<file path="config.mk">
export PLATFORM = sky130hd
export DESIGN_NAME = led_status_drv
export DESIGN_NICKNAME = d
export VERILOG_FILES = /design/src/rtl/led_drv_pkg.sv /design/src/rtl/led_cfg_reg.sv /design/src/rtl/led_src_mux.sv /design/src/rtl/led_stretch.sv /design/src/rtl/led_status_drv.sv
export SDC_FILE = /design/constraint.sdc
export NUM_CORES = 1
export LEC_CHECK = 0
export BUFFER_PORTS_ARGS = -buffer_cell sky130_fd_sc_hd__buf_2
export CAP_MARGIN = 5
export CORE_MARGIN = 4
export CORE_UTILIZATION = 35
export CTS_CLUSTER_DIAMETER = 100
export DETAILED_ROUTE_END_ITERATION = 8
export GPL_TIMING_DRIVEN = 0
export MAX_ROUTING_LAYER = met4
export SKIP_CTS_REPAIR_TIMING = 1
export SYNTH_ARGS = -nofsm -noshare
export SYNTH_HDL_FRONTEND = slang
export SYNTH_SLANG_ARGS = --single-unit
</file>
<file path="constraint.sdc">
create_clock -name clk_i -period 2.2 [get_ports clk_i]
set_clock_uncertainty 0.05 [all_clocks]
set_input_delay 0.22 -clock clk_i [delete_from_list [all_inputs] [get_ports clk_i]]
set_output_delay 0.22 -clock clk_i [all_outputs]
set_load 0.02 [all_outputs]
</file>
<file path="src/rtl/led_drv_pkg.sv">
package led_drv_pkg;
  localparam int NUM_SRC = 7;
  localparam int STR_BIT = 7;
  localparam int POL_BIT = 14;
  localparam int RAW_BIT = 15;
  localparam int LINK_IDX = 6;
  localparam int RXPOL_IDX = 3;

  typedef struct packed {
    logic               pol;
    logic               str_en;
    logic [NUM_SRC-1:0] src_en;
  } led_cfg_t;

  localparam led_cfg_t CFG_RESET = '{pol: 1'b0, str_en: 1'b1, src_en: 7'h10};
endpackage

</file>
<file path="src/rtl/led_cfg_reg.sv">
module led_cfg_reg
  import led_drv_pkg::*;
(
  input  logic        clk_i,
  input  logic        rst_ni,
  input  logic        wr_en_i,
  input  logic [31:0] wr_data_i,
  output led_cfg_t    cfg_o
);
  led_cfg_t cfg_q, cfg_d;
  logic unused_wr_bits;

  assign unused_wr_bits = ^{wr_data_i[31:POL_BIT+1], wr_data_i[POL_BIT-1:STR_BIT+1]};

  always_comb begin
    cfg_d = cfg_q;
    if (wr_en_i) begin
      cfg_d.pol    = wr_data_i[POL_BIT];
      cfg_d.str_en = wr_data_i[STR_BIT];
      cfg_d.src_en = wr_data_i[NUM_SRC-1:0];
    end
  end

  always_ff @(posedge clk_i or negedge rst_ni) begin
    if (!rst_ni) cfg_q <= CFG_RESET;
    else         cfg_q <= cfg_d;
  end

  assign cfg_o = cfg_q;

  p_hold_r4: assert property (@(posedge clk_i) disable iff (!rst_ni)
    !wr_en_i |=> $stable(cfg_o));
  p_write_r4: assert property (@(posedge clk_i) disable iff (!rst_ni)
    wr_en_i |=> (cfg_o.pol == $past(wr_data_i[POL_BIT])) &&
                (cfg_o.src_en == $past(wr_data_i[NUM_SRC-1:0])));
endmodule

</file>
<file path="src/rtl/led_src_mux.sv">
module led_src_mux
  import led_drv_pkg::*;
(
  input  logic [NUM_SRC-1:0] src_i,
  input  logic [NUM_SRC-1:0] en_i,
  output logic               raw_o
);
  logic [NUM_SRC-1:0] eff;

  for (genvar g = 0; g < NUM_SRC; g++) begin : g_src
    if (g == RXPOL_IDX) begin : g_gated
      // polarity reversal is meaningful only with link up
      assign eff[g] = src_i[g] & src_i[LINK_IDX] & en_i[g];
    end else begin : g_plain
      assign eff[g] = src_i[g] & en_i[g];
    end
  end

  assign raw_o = |eff;

  always_comb begin
    if (!src_i[LINK_IDX] && en_i == (NUM_SRC'(1) << RXPOL_IDX))
      p_pol_gate_r3: assert (!raw_o);
  end
endmodule

</file>
<file path="src/rtl/led_stretch.sv">
module led_stretch #(
  parameter int unsigned STRETCH_LEN = 32'd1 << 20
) (
  input  logic clk_i,
  input  logic rst_ni,
  input  logic en_i,
  input  logic evt_i,
  output logic active_o
);
  localparam int CW = $clog2(STRETCH_LEN + 1);
  localparam logic [CW-1:0] LOAD = CW'(STRETCH_LEN);

  logic [CW-1:0] cnt_q;
  logic          evt_q;
  logic          rise;

  assign rise = evt_i & ~evt_q;

  always_ff @(posedge clk_i or negedge rst_ni) begin
    if (!rst_ni) begin
      cnt_q <= '0;
      evt_q <= 1'b0;
    end else begin
      evt_q <= evt_i;
      if (!en_i)             cnt_q <= '0;
      else if (rise)         cnt_q <= LOAD;
      else if (cnt_q != '0)  cnt_q <= cnt_q - 1'b1;
    end
  end

  assign active_o = evt_i | (cnt_q != '0);

  p_reload_r8: assert property (@(posedge clk_i) disable iff (!rst_ni)
    (en_i && evt_i && !evt_q) |=> cnt_q == LOAD);
  p_count_down_r7: assert property (@(posedge clk_i) disable iff (!rst_ni)
    (en_i && !(evt_i && !evt_q) && cnt_q != '0) |=> cnt_q == $past(cnt_q) - 1'b1);
  p_idle_when_off_r6: assert property (@(posedge clk_i) disable iff (!rst_ni)
    !en_i |=> cnt_q == '0);
endmodule

</file>
<file path="src/rtl/led_status_drv.sv">
module led_status_drv
  import led_drv_pkg::*;
#(
  parameter int unsigned STRETCH_LEN = 32'd1 << 20
) (
  input  logic        clk_i,
  input  logic        rst_ni,
  input  logic        wr_en_i,
  input  logic [31:0] wr_data_i,
  output logic [31:0] rd_data_o,
  input  logic        col_i,
  input  logic        jab_i,
  input  logic        rcv_i,
  input  logic        rxpol_i,
  input  logic        xmt_i,
  input  logic        rcv_match_i,
  input  logic        link_pass_i,
  output logic        led_o
);
  led_cfg_t           cfg;
  logic [NUM_SRC-1:0] src;
  logic               raw;
  logic               led_on;
  logic               led_q;

  assign src = {link_pass_i, rcv_match_i, xmt_i, rxpol_i, rcv_i, jab_i, col_i};

  led_cfg_reg i_cfg (
    .clk_i, .rst_ni, .wr_en_i, .wr_data_i, .cfg_o(cfg)
  );

  led_src_mux i_mux (
    .src_i(src), .en_i(cfg.src_en), .raw_o(raw)
  );

  led_stretch #(.STRETCH_LEN(STRETCH_LEN)) i_str (
    .clk_i, .rst_ni, .en_i(cfg.str_en), .evt_i(raw), .active_o(led_on)
  );

  always_ff @(posedge clk_i or negedge rst_ni) begin
    if (!rst_ni) led_q <= ~CFG_RESET.pol;
    else         led_q <= cfg.pol ? led_on : ~led_on;
  end

  assign led_o = led_q;

  always_comb begin
    rd_data_o                 = '0;
    rd_data_o[RAW_BIT]        = raw;
    rd_data_o[POL_BIT]        = cfg.pol;
    rd_data_o[STR_BIT]        = cfg.str_en;
    rd_data_o[NUM_SRC-1:0]    = cfg.src_en;
  end

  p_pin_level_r9: assert property (@(posedge clk_i) disable iff (!rst_ni)
    1'b1 |=> led_o == ($past(cfg.pol) ~^ $past(led_on)));
  p_raw_lights_r6: assert property (@(posedge clk_i) disable iff (!rst_ni)
    raw |=> led_o == $past(cfg.pol));
  p_reserved_zero_r4: assert property (@(posedge clk_i) disable iff (!rst_ni)
    rd_data_o[31:16] == 16'h0 && rd_data_o[13:8] == 6'h0);
endmodule

</file>
=== Yosys cells after proc, flatten, opt, wreduce, memory -nomap -nowiden ===
Cells that the tools add are included.

* Register bits: 32
* Input bits: 42
* Logic and storage cells: 26

* Add/sub/neg operators: 1
* Eq/ne operators: 1
* Mux-type cells: 4
* Bitwise operators: 12
* Reductions and logical operators: 2

{| class="wikitable"
|+ Operators with widths
! operator !! number
|-
| 21-bit 2-to-1 mux || 3
|-
| 21-bit nonzero test || 1
|-
| 21-bit by 1-bit subtractor with 21-bit output, second input constant || 1
|-
| 1-bit bitwise AND || 9
|-
| 7-bit OR reduction || 1
|-
| 3-bit by 1-bit inequality test with 1-bit output, second input constant || 1
|-
| 1-bit NOT || 2
|-
| 1-bit 2-to-1 mux || 1
|-
| 1-bit bitwise OR || 1
|}

=== Logic depth before layout (Yosys ltp) ===
Gate-level depths: netlist of the first run.

* Word-level depth: 6
* Gate-level depth with buffers: 7

=== Hierarchy ===
Synthesis of the first run repeated with hierarchy kept, for this count alone.

* Cell total of the unflattened synthesis: 203
* Area, all modules: 1956.9 µm²

{| class="wikitable"
|+ Modules (own cells, without submodules)
! module !! instances !! cells an instance !! area an instance (µm²) !! seq. area each (µm²)
|-
| led_stretch || 1 || 153 || 1337.5 || 550.5
|-
| led_cfg_reg || 1 || 19 || 374.1 || 227.7
|-
| led_status_drv || 1 || 26 || 211.5 || 26.3
|-
| led_src_mux || 1 || 5 || 33.8 || 0.0
|}

=== Worst setup path after synthesis of the first run ===
No wires, ideal clock.

* Path kind: register to register
* Start point: reg i_str.cnt_q[0]
* End point: reg i_str.cnt_q[18]
* Setup time: 0.078 ns
* Arrival: 1.698 ns
* Setup slack: 0.374 ns
* Cell stages (with the launch flop): 7
* Path buffers: 0
* Period minus slack after synthesis: 1.826 ns
* Path through: dfrtp_1 -> inv_1 -> ha_1 -> nor3b_1 -> nand3_2 -> or4_1 -> a21oi_1

* Word-level cells in the longest chain between the ends: 4
* Elaborated cells between the ends (all ways): 6
* Those cells by class: 1 x add/sub; 1 x eq/ne; 3 x mux; 1 x reduce/logical

{| class="wikitable"
|+ RTL lines
! element !! RTL line !! text
|-
| from (decl) || led_stretch.sv:13 || <nowiki>logic [CW-1:0] cnt_q;</nowiki>
|-
| from (signal assigned) || led_stretch.sv:27 || <nowiki>else if (cnt_q != '0) cnt_q <= cnt_q - 1'b1;</nowiki>
|-
| 21-bit by 1-bit subtractor with 21-bit output || led_stretch.sv:27 ||
|-
| 21-bit 2-to-1 mux || led_stretch.sv:27 ||
|-
| 21-bit 2-to-1 mux || led_stretch.sv:26 || <nowiki>else if (rise) cnt_q <= LOAD;</nowiki>
|-
| 21-bit 2-to-1 mux || led_stretch.sv:25 || <nowiki>if (!en_i) cnt_q <= '0;</nowiki>
|}

Several ways; a longest one is shown, not always the timed one. The select of a mux whose other input is x is not followed.
A chain may end at the register's enable or synchronous reset.

=== Final worst setup path of the first run ===
* Start point: reg i_str.cnt_q[4]
* End point: reg i_str.cnt_q[18]

Same word-level chain as after synthesis.

==> impl_results.md, run 1 <==
- Status: complete, but fails checks
- Failing checks: negative hold slack
- Final wirelength: 3750 um
- Via density per instance: between 4 and 5
- Register area share after synthesis: 0.440
- Detailed Routing Iterations Pass 1: 4
- Syn avg cell area: 9.95 um2
- Internal: 0.00148 W
- GRT Overall Usage: 0.130
- Initial DRC Count: 93
- Async set-reset flop share out of synthesis: 1.00
- CORE AREA: around 5000 um2
- Port Buffers: 28
- Final slew viol count: 0
- Post-synth EDFFs: 0
- PwrDens: ~1100 nW/um2
- Endpoints failing hold: 29
- Remaining Overflow, GRT: 0
- Post-synthesis instance area: 1830 um2
- # rows: 26
- Crit Path Class: reg2reg
- Netlist cell types: 43
- GPL Wtd Cong: between 0.7 and 0.8
- Clock Power Share: 0.196
- Final Hold Slack: -0.0626 ns
- P&R area growth vs syn: 23.6%
- Root Driver: clkbuf_8
- Leading area contributor after synthesis: dfrtp_1
- #FFs+latches synth: 32
- Worst Tran Pin Value: 0.715 ns
- Switching Share: 0.423
- Post-synthesis cell count: 184
- Die Y: ~80 um
- Top-count cell post-synth: dfrtp_1
- Synth cell count leaders: 29 x dfrtp_1, 24 x buf_4, 15 x o21ai_0
- Ys flop type: dfrtp_1
- Lkg Pwr: approximately 1.1 nW
- Synth top area share: 0.396
- Sink Count: 32
- RSZ-0062 raised after global routing: false
- Share of layout cells above drive strength 1: 0.350
- Initial antenna violation count: 0
- Yosys warns: 0
- Post-route setup slack: approximately 0.19 ns
- Ant. Diodes: 0
- Clock-pin slew on the worst setup and hold paths: around 0.060 ns
- Pin count of the biggest net entering global routing: 33
- Die X: about 80 um
- First-pass GRT wire length: between 6000 and 7000 um
- CTS tree: built
- Crit share post-route: 0.912
- HP Class: in2async
- DP HPWL: 2670 um
- TritonCTS buffer count: 5
- Routed WL per cell: 12.0 um
- Worst skew pair latency: 0.29 ns
- Max-cap viol count: 0
- Crit start category: flip-flop
- Final ANT Viol Nets: 0
- Setup TNS: 0 ns
- Worst endpoint required time: around 2.4 ns
- Top post-synthesis cells by area: dfrtp_1 40%, buf_4 9.8%, mux2_2 5.5%
- Final nets: 286
- Maximum clock path buffer count: 2
- Starting Density: 0.361
- Setup violators final: 0
- Max Fclk: about 500 MHz
- Flop pwr share: 0.334
- Peak supply drop: approximately 0.43 mV
- Slew margin rel.: 0.523
- Crit. End Element: flip-flop
- Pre-CTS setup slack: between 0.09 and 0.1 ns
- Number of global-route vias before repair: about 1.4k
- Via count: 1492
- Tmin final: approximately 2 ns
- Sw power: about 0.0011 W
- H-Tree Depth: 2
- Crit path DAT: 2.16 ns
- Comb pwr share: 0.470
- CP Max Fanout: 9
- # IOs: 75
- DRC: 0
- Die ar.: 6450 um2
[worst max-delay path, stage by stage (launching register included)]
cell and delay (ns):
dfrtp_1 0.36, clkbuf_1 0.21, nor4_4 0.41, buf_4 0.22, nand3_2 0.10, or4_1 0.41, a21oi_1 0.16
[logic make-up after synthesis]
group	after synthesis	synth area share
other	1	0.00205
muxes	9	0.0554
xor gates and xnor gates	5	0.0239
DFF	32	0.440
buffers and inverters	34	0.119
and+or+nand+nor	57	0.199
adders and majority gates	2	0.0137
AOI/OAI and AO/OA	44	0.148
[final cells by class]
class                           instances  area, um2
Timing Repair Buffer                   30        155
Tap cell                               70       87.6
Buffer                                 30        203
Fill cell                             522       2810
Sequential cell                        32        805
Inverter                                4       15.0
Multi-Input combinational cell        139        898
Clock buffer                            8        100
[registers in the layout, indices dropped and copies added, names as in the netlist]
name and cells:
i_cfg.cfg_o 9, i_str.cnt_q 21, i_str.evt_q 1, led_o 1
[power groups by stage]
stage	Combinational [W]	Clock, W	Sequential [W]
floorplan	0.000899	0	0.000855
global placement	0.00116	0	0.000858
finish	0.00121	0.000502	0.000857
CTS	0.00117	0.000517	0.000852
global route	0.00136	0.000545	0.000880
detailed placement	0.00117	0	0.000863
[path summary, 6_finish.rpt]
check	from	endpoint	slack, ns	cells past startpoint
min in group clk_i	wr_data_i[5]	i_cfg.cfg_o[5]	0.11	2
worst max register to register	i_str.cnt_q[4]	i_str.cnt_q[18]	0.19	6
worst min register to register	i_cfg.cfg_o[8]	led_o	0.40	1
worst max-delay path	i_str.cnt_q[4]	i_str.cnt_q[18]	0.19	6
worst min-delay path	rst_ni	i_cfg.cfg_o[0]	-0.06	1
max in group asynchronous	rst_ni	i_str.cnt_q[12]	1.70	1
[metal layers]
layer / vias up / routed length, um / global-route usage
met5: - / 0 / -
met4: 0 / 75 / 0.0557
met3: 9 / 241 / 0.0303
met2: 53 / 1630 / 0.197
met1: 686 / 1800 / 0.166
li1: 744 / - / -
[cell usage in the layout (no fill, tap or decap), types with 3 or more instances in the layout]
master	netlist	layout
dfstp_2	3	3
nand2_1	7	7
nor2_1	9	9
conb_1	1	22
clkbuf_8	0	7
o31ai_1	4	4
xor2_1	5	5
mux2_2	9	9
nand4_1	3	3
buf_2	0	28
a21oi_1	14	14
dfrtp_1	29	29
buf_4	24	26
clkbuf_1	6	7
nor4_1	5	5
or4_1	4	4
inv_1	4	4
nor3_1	8	8
o21ai_0	15	15
[metrics by stage]
stage / utilization / hold slack, ns / area, um2 / instances / total power [W]
final: 0.446 / -0.0626 / 2260 / 313 / 0.00257
after global routing: 0.446 / 0.00303 / 2260 / 313 / 0.00279
after CTS: 0.441 / -0.0349 / 2240 / 311 / 0.00254
after detailed placement: 0.421 / 0.277 / 2140 / 303 / 0.00203
after global placement: 0.421 / 0.275 / 2140 / 303 / 0.00201
after floorplan: - / -0.126 / 1910 / 205 / 0.00175
Note: power is estimated with default switching activity, not from simulation.
==> run 2: changes to the inputs <==
--- a/config.mk
+++ b/config.mk
@@ -8,11 +8,12 @@
 export BUFFER_PORTS_ARGS = -buffer_cell sky130_fd_sc_hd__buf_2
 export CAP_MARGIN = 5
 export CORE_MARGIN = 4
-export CORE_UTILIZATION = 35
+export CORE_UTILIZATION = 48
 export CTS_CLUSTER_DIAMETER = 100
 export DETAILED_ROUTE_END_ITERATION = 8
 export GPL_TIMING_DRIVEN = 0
 export MAX_ROUTING_LAYER = met4
+export PLACE_DENSITY = 0.8
 export SKIP_CTS_REPAIR_TIMING = 1
 export SYNTH_ARGS = -nofsm -noshare
 export SYNTH_HDL_FRONTEND = slang
==> impl_results.md, run 2 (synthesis results as in run 1) <==
- PwrDens: 1130 nW/um2 (about the same)
- H-Tree Depth: 2 (unchanged)
- DP HPWL: 2670 um (about the same)
- Port Buffers: 28 (unchanged)
- Routed WL per cell: 12.2 um (was 12.0 um)
- GPL Wtd Cong: 0.764 (was 0.722)
- Via density per instance: 5.06 (was 4.77)
- # IOs: 75 (unchanged)
- First-pass GRT wire length: 6310 um (was 6360 um)
- CORE AREA: 3660 um2 (was 5070 um2)
- Status: completed (was complete, but fails checks)
- Crit start category: flip-flop (unchanged)
- Initial DRC Count: 127 (was 93)
- Root Driver: clkbuf_8 (unchanged)
- Final slew viol count: 0 (unchanged)
- R2R setup slack: 0.18 ns (was 0.19 ns)
- Initial antenna violation count: 0 (unchanged)
- Reg-to-reg endpoint: i_str.cnt_q[18] (unchanged)
- Worst path cell trace: clkbuf_1 -> nor4_4 -> buf_4 -> nand3_2 -> or4_1 -> a21oi_1 (unchanged)
- Final instance area: 2250 um2 (was 2260 um2)
- Worst Tran Pin Value: 0.707 ns (was 0.715 ns)
- Starting Density: 0.500 (was 0.361)
- Peak supply drop: 0.700 mV (was 0.426 mV)
- Crit Path Class: reg2reg (unchanged)
- Met1 GRT Util: 0.188 (was 0.166)
- P&R area growth vs syn: 23.0% (was 23.6%)
- RSZ-0062 raised after global routing: false (unchanged)
- Via count: 1484 (was 1492)
- Die ar.: 4870 um2 (was 6450 um2)
- Slew margin rel.: 0.529 (was 0.523)
- Final Hold Slack: 0.123 ns (was -0.0626 ns)
- HP Class: in2reg (was in2async)
- Hold worst-path end: i_cfg.cfg_o[0]
- Met2 usage: 0.270 (was 0.197)
- Hold Path Depth: 2
- Setup violators final: 0 (unchanged)
- Max Fclk: 495 MHz (was 498 MHz)
- Clock-pin slew on the worst setup and hold paths: 0.07 ns (was 0.06 ns)
- Die Y: 69.8 um (was 80.3 um)
- Final wirelength: 3570 um (was 3750 um)
- Max-cap viol count: 0 (unchanged)
- Ant. Diodes: 0 (unchanged)
- Endpoints failing hold: 0 (was 29)
- Post-Place Cell Area: 2110 um2 (was 2140 um2)
- Remaining Overflow, GRT: 0 (unchanged)
- GR peak layer: met2 (unchanged)
- Detailed Routing Iterations Pass 1: 4 (unchanged)
- Crit. End Element: flip-flop (unchanged)
- Sink Count: 32 (unchanged)
- WP buf/inv: 2 (unchanged)
- Pin count of the biggest net entering global routing: 33 (unchanged)
- CP Max Fanout: 9 (unchanged)
- Worst path slowest cell: nor4_4 (unchanged)
- Worst skew pair latency: 0.28 ns (was 0.29 ns)
- Slowest stage delay, CP: 0.48 ns (was 0.41 ns)
- Reg area: 805 um2 (unchanged)
- Worst endpoint required time: 2.35 ns (about the same)
- Final core occ: 0.615 (was 0.446)
- Worst r2r src: i_str.cnt_q[4] (unchanged)
- Number of global-route vias before repair: 1400 (was 1396)
- Die X: 69.8 um (was 80.3 um)
- Top delay family on crit path: simple AND/OR/NAND/NOR gates (unchanged)
- Multi-input logic area: 903 um2 (was 898 um2)
- # rows: 22 (was 26)
- Most frequent cells in the layout: 29 x dfrtp_1, 28 x buf_2, 27 x buf_4, 22 x conb_1, 15 x o21ai_0 (was 29 x dfrtp_1, 28 x buf_2, 26 x buf_4, 22 x conb_1, 15 x o21ai_0)
- R2R cell count: 6 (unchanged)
- Crit path DAT: 2.17 ns (was 2.16 ns)
- Met3 Track Usage GR: 0.0449 (was 0.0303)
- Maximum clock path buffer count: 2 (unchanged)
- GRT Overall Usage: 0.163 (was 0.130)
- Tmin final: 2.02 ns (was 2.01 ns)
- Setup TNS: 0 ns (unchanged)
- DRC: 0 (unchanged)
- Most common cell after layout, fill and taps aside: dfrtp_1 (unchanged)
- Final nets: 288 (was 286)
- Final ANT Viol Nets: 0 (unchanged)
- Max reg flops: 21 (unchanged)
- Filler cell count: 324 (was 522)
- Largest Register: i_str.cnt_q (unchanged)
- TritonCTS buffer count: 5 (unchanged)
- Crit share post-route: 0.918 (was 0.912)
- CTS tree: built (unchanged)
- Lkg Pwr: 1.07 nW (was 1.06 nW)
- Min-delay src: wr_data_i[0]
- Share of layout cells above drive strength 1: 0.359 (was 0.350)
[run 2: changes by cell type in the layout (fill, tap and decap cells not counted)]
cell	previous run	this run
buf_4	26	27
clkbuf_1	7	6
clkbuf_8	7	6
clkinv_2	0	2
dlygate4sd3_1	0	1
nor3_1	8	7
nor3_2	0	1
[run 2: worst max-delay path by stage]
| stage | start | end | slack [ns] | cells after the start |
|---|---|---|---|---|
| 2_1_floorplan | i_str.cnt_q[0] | i_str.cnt_q[18] | 0.37 | 6 |
| 3_3_place_gp | i_str.cnt_q[0] | i_str.cnt_q[18] | 0.19 | 6 |
| 3_5_place_dp | i_str.cnt_q[5] | i_str.cnt_q[4] | 0.15 | 5 |
| 4_1_cts | i_str.cnt_q[0] | i_str.cnt_q[18] | 0.12 | 6 |
| 5_1_grt | i_str.cnt_q[4] | i_str.cnt_q[5] | 0.01 | 6 |
| 6_report | i_str.cnt_q[4] | i_str.cnt_q[18] | 0.18 | 6 |
[run 2: per-layer routing]
metal	routed length, um	up-vias	share of wire
met4	65	0	0.018
met3	129	7	0.036
met5	0	-	0
met1	1500	707	0.42
met2	1880	25	0.53
li1	-	745	-
[run 2: metrics by stage]
step | setup WS (ns) | power [W] | cells
2_1_floorplan | 0.374 | 0.00175 | 205
5_1_grt | 0.0126 | 0.00277 | 293
4_1_cts | 0.124 | 0.00248 | 289
3_5_place_dp | 0.155 | 0.00202 | 281
6_report | 0.181 | 0.00254 | 293
3_3_place_gp | 0.185 | 0.00198 | 281
[run 2: final cells by class]
type,instances,share of cell area
Clock buffer,6,0.0367
Multi-Input combinational cell,139,0.401
Inverter,4,0.00667
Clock inverter,2,0.00445
Buffer,30,0.0900
Sequential cell,32,0.357
Timing Repair Buffer,32,0.0767
Tap cell,48,0.0267
[run 2: report_power, final]
group          switching, W  internal (W)  leakage [nW]  total [W]
Sequential         0.000144      0.000713         0.406   0.000858
Clock              0.000207      0.000249        0.0510   0.000456
Combinational      0.000724      0.000501         0.612    0.00122
==> run 3: changes to the inputs <==
--- a/config.mk
+++ b/config.mk
@@ -5,7 +5,7 @@
 export SDC_FILE = /design/constraint.sdc
 export NUM_CORES = 1
 export LEC_CHECK = 0
-export BUFFER_PORTS_ARGS = -buffer_cell sky130_fd_sc_hd__buf_2
+export BUFFER_PORTS_ARGS = -buffer_cell sky130_fd_sc_hd__clkbuf_2
 export CAP_MARGIN = 5
 export CORE_MARGIN = 4
 export CORE_UTILIZATION = 48
==> impl_results.md, run 3 (synthesis results as in run 1) <==
- Status: complete, but fails checks (was completed)
- Failing checks: negative hold slack
- Inst Count DP: 281 (unchanged)
- Slew margin rel.: 0.476 (was 0.529)
- Final instance area: 2230 um2 (was 2250 um2)
- Worst path slowest cell: or4_1 (was nor4_4)
- Initial antenna violation count: 0 (unchanged)
- Remaining Overflow, GRT: 0 (unchanged)
- Die X: 69.8 um (unchanged)
- Sink Count: 32 (unchanged)
- Most frequent cells in the layout: 29 x dfrtp_1, 28 x clkbuf_2, 27 x buf_4, 22 x conb_1, 15 x o21ai_0 (was 29 x dfrtp_1, 28 x buf_2, 27 x buf_4, 22 x conb_1, 15 x o21ai_0)
- Maximum clock path buffer count: 2 (unchanged)
- CTS tree: built (unchanged)
- Flop pwr share: 0.336 (was 0.338)
- HP Class: in2async (was in2reg)
- Final slew viol count: 0 (unchanged)
- Setup TNS: 0 ns (unchanged)
- DP HPWL: 2680 um (was 2670 um)
- Final wirelength: 3680 um (was 3570 um)
- Worst skew pair latency: 0.29 ns (was 0.28 ns)
- Clock-pin slew on the worst setup and hold paths: 0.06 ns (was 0.07 ns)
- Worst path cell trace: clkbuf_1 -> nor4_4 -> buf_4 -> buf_4 -> nand3_2 -> or4_1 -> a21oi_1 (was clkbuf_1 -> nor4_4 -> buf_4 -> nand3_2 -> or4_1 -> a21oi_1)
- Crit Path Class: reg2reg (unchanged)
- Clock Power Share: 0.182 (was 0.180)
- Max Fclk: 508 MHz (was 495 MHz)
- First-pass GRT wire length: 6300 um (was 6310 um)
- Comb pwr share: 0.481 (was 0.482)
- Worst endpoint required time: 2.36 ns (was 2.35 ns)
- Most common cell after layout, fill and taps aside: dfrtp_1 (unchanged)
- Ant. Diodes: 0 (unchanged)
- Largest Register: i_str.cnt_q (unchanged)
- Internal: 0.00147 W (was 0.00146 W)
- Max-cap viol count: 0 (unchanged)
- # rows: 22 (unchanged)
- Pin count of the biggest net entering global routing: 33 (unchanged)
- Max reg flops: 21 (unchanged)
- Setup violators final: 0 (unchanged)
- Routed WL per cell: 12.6 um (was 12.2 um)
- Endpoints failing hold: 29 (was 0)
- Detailed Routing Iterations Pass 1: 4 (unchanged)
- CP Max Fanout: 9 (unchanged)
- Lkg Pwr: 1.06 nW (was 1.07 nW)
- PwrDens: 1140 nW/um2 (was 1130 nW/um2)
- DRC: 0 (unchanged)
- Sw power: 0.00108 W (about the same)
- Share of layout cells above drive strength 1: 0.348 (was 0.359)
- Starting Density: 0.500 (unchanged)
- Final Hold Slack: -0.0496 ns (was 0.123 ns)
- Worst Tran Pin Value: 0.785 ns (was 0.707 ns)
- Number of global-route vias before repair: 1400 (unchanged)
- CORE AREA: 3660 um2 (unchanged)
- Via count: 1490 (was 1484)
- Final ANT Viol Nets: 0 (unchanged)
- Crit start category: flip-flop (unchanged)
- Port Buffers: 28 (unchanged)
- Initial DRC Count: 109 (was 127)
- # IOs: 75 (unchanged)
- Die ar.: 4870 um2 (unchanged)
- GRT Overall Usage: 0.167 (was 0.163)
- Via density per instance: 5.10 (was 5.06)
- GPL Wtd Cong: 0.768 (was 0.764)
- P&R area growth vs syn: 22.0% (was 23.0%)
- Crit. End Element: flip-flop (unchanged)
- Peak supply drop: 0.496 mV (was 0.700 mV)
- Most used cell, CP: buf_4
- H-Tree Depth: 2 (unchanged)
- Die Y: 69.8 um (unchanged)
- Switching Share: 0.424 (about the same)
- Tmin final: 1.97 ns (was 2.02 ns)
- Crit path DAT: 2.13 ns (was 2.17 ns)
- Post-Place Cell Area: 2110 um2 (unchanged)
- Slowest stage delay, CP: 0.42 ns (was 0.48 ns)
- TritonCTS buffer count: 5 (unchanged)
- Crit share post-route: 0.895 (was 0.918)
- Final nets: 287 (was 288)
- RSZ-0062 raised after global routing: false (unchanged)
- Final std cells w/o fill: 292 (was 293)
- Root Driver: clkbuf_8 (unchanged)
run 3: per-layer routing:
layer / global-route usage / share of wire / vias to the layer above
met1: 0.198 / 0.42 / 712
met2: 0.260 / 0.52 / 28
li1: - / - / 743
met4: 0.104 / 0.028 / 0
met3: 0.0348 / 0.035 / 7
met5: - / 0 / -
run 3: worst paths after layout:
kind,slack [ns],to,cells after the start,start
setup / recovery,0.23,i_str.cnt_q[18],7,i_str.cnt_q[4]
hold / removal,-0.05,i_str.cnt_q[17],1,rst_ni
setup reg to reg,0.23,i_str.cnt_q[18],7,i_str.cnt_q[4]
max in group asynchronous,1.65,i_cfg.cfg_o[0],1,rst_ni
hold reg to reg,0.42,led_o,1,i_cfg.cfg_o[8]
min in group clk_i,0.11,i_cfg.cfg_o[6],2,wr_data_i[6]
run 3: critical path, delay by kind of cell, from the launching register on:
family | cells | cell delay, ns
flip-flops | 1 | 0.36
AND/OR/NAND/NOR | 3 | 0.80
buffers and inverters | 3 | 0.52
AO/OA/AOI/OAI | 1 | 0.17
run 3: power by group through the flow:
stage / sequential (W) / clock [W] / combinational, W
final: 0.000855 / 0.000465 / 0.00123
after detailed placement: 0.000859 / 0 / 0.00117
after CTS: 0.000849 / 0.000479 / 0.00117
after floorplan: 0.000855 / 0 / 0.000899
after global routing: 0.000877 / 0.000500 / 0.00138
after global placement: 0.000855 / 0 / 0.00112
run 3: stage by stage:
step                total power (W)  utilization  hold WS [ns]  worst slack (ns)
floorplan                   0.00175            -        -0.126             0.374
global placement            0.00198        0.576         0.292             0.184
detailed placement          0.00203        0.576         0.295             0.131
CTS                         0.00250        0.601       -0.0130            0.0944
global route                0.00276        0.610        0.0316            0.0281
finish                      0.00255        0.610       -0.0496             0.230
run 3: final cells by class:
| type | instances | area, um2 |
|---|---|---|
| Fill cell | 317 | 1430 |
| Multi-Input combinational cell | 139 | 898 |
| Sequential cell | 32 | 805 |
| Buffer | 30 | 203 |
| Timing Repair Buffer | 31 | 163 |
| Clock buffer | 8 | 90.1 |
| Tap cell | 48 | 60.1 |
| Inverter | 4 | 15.0 |
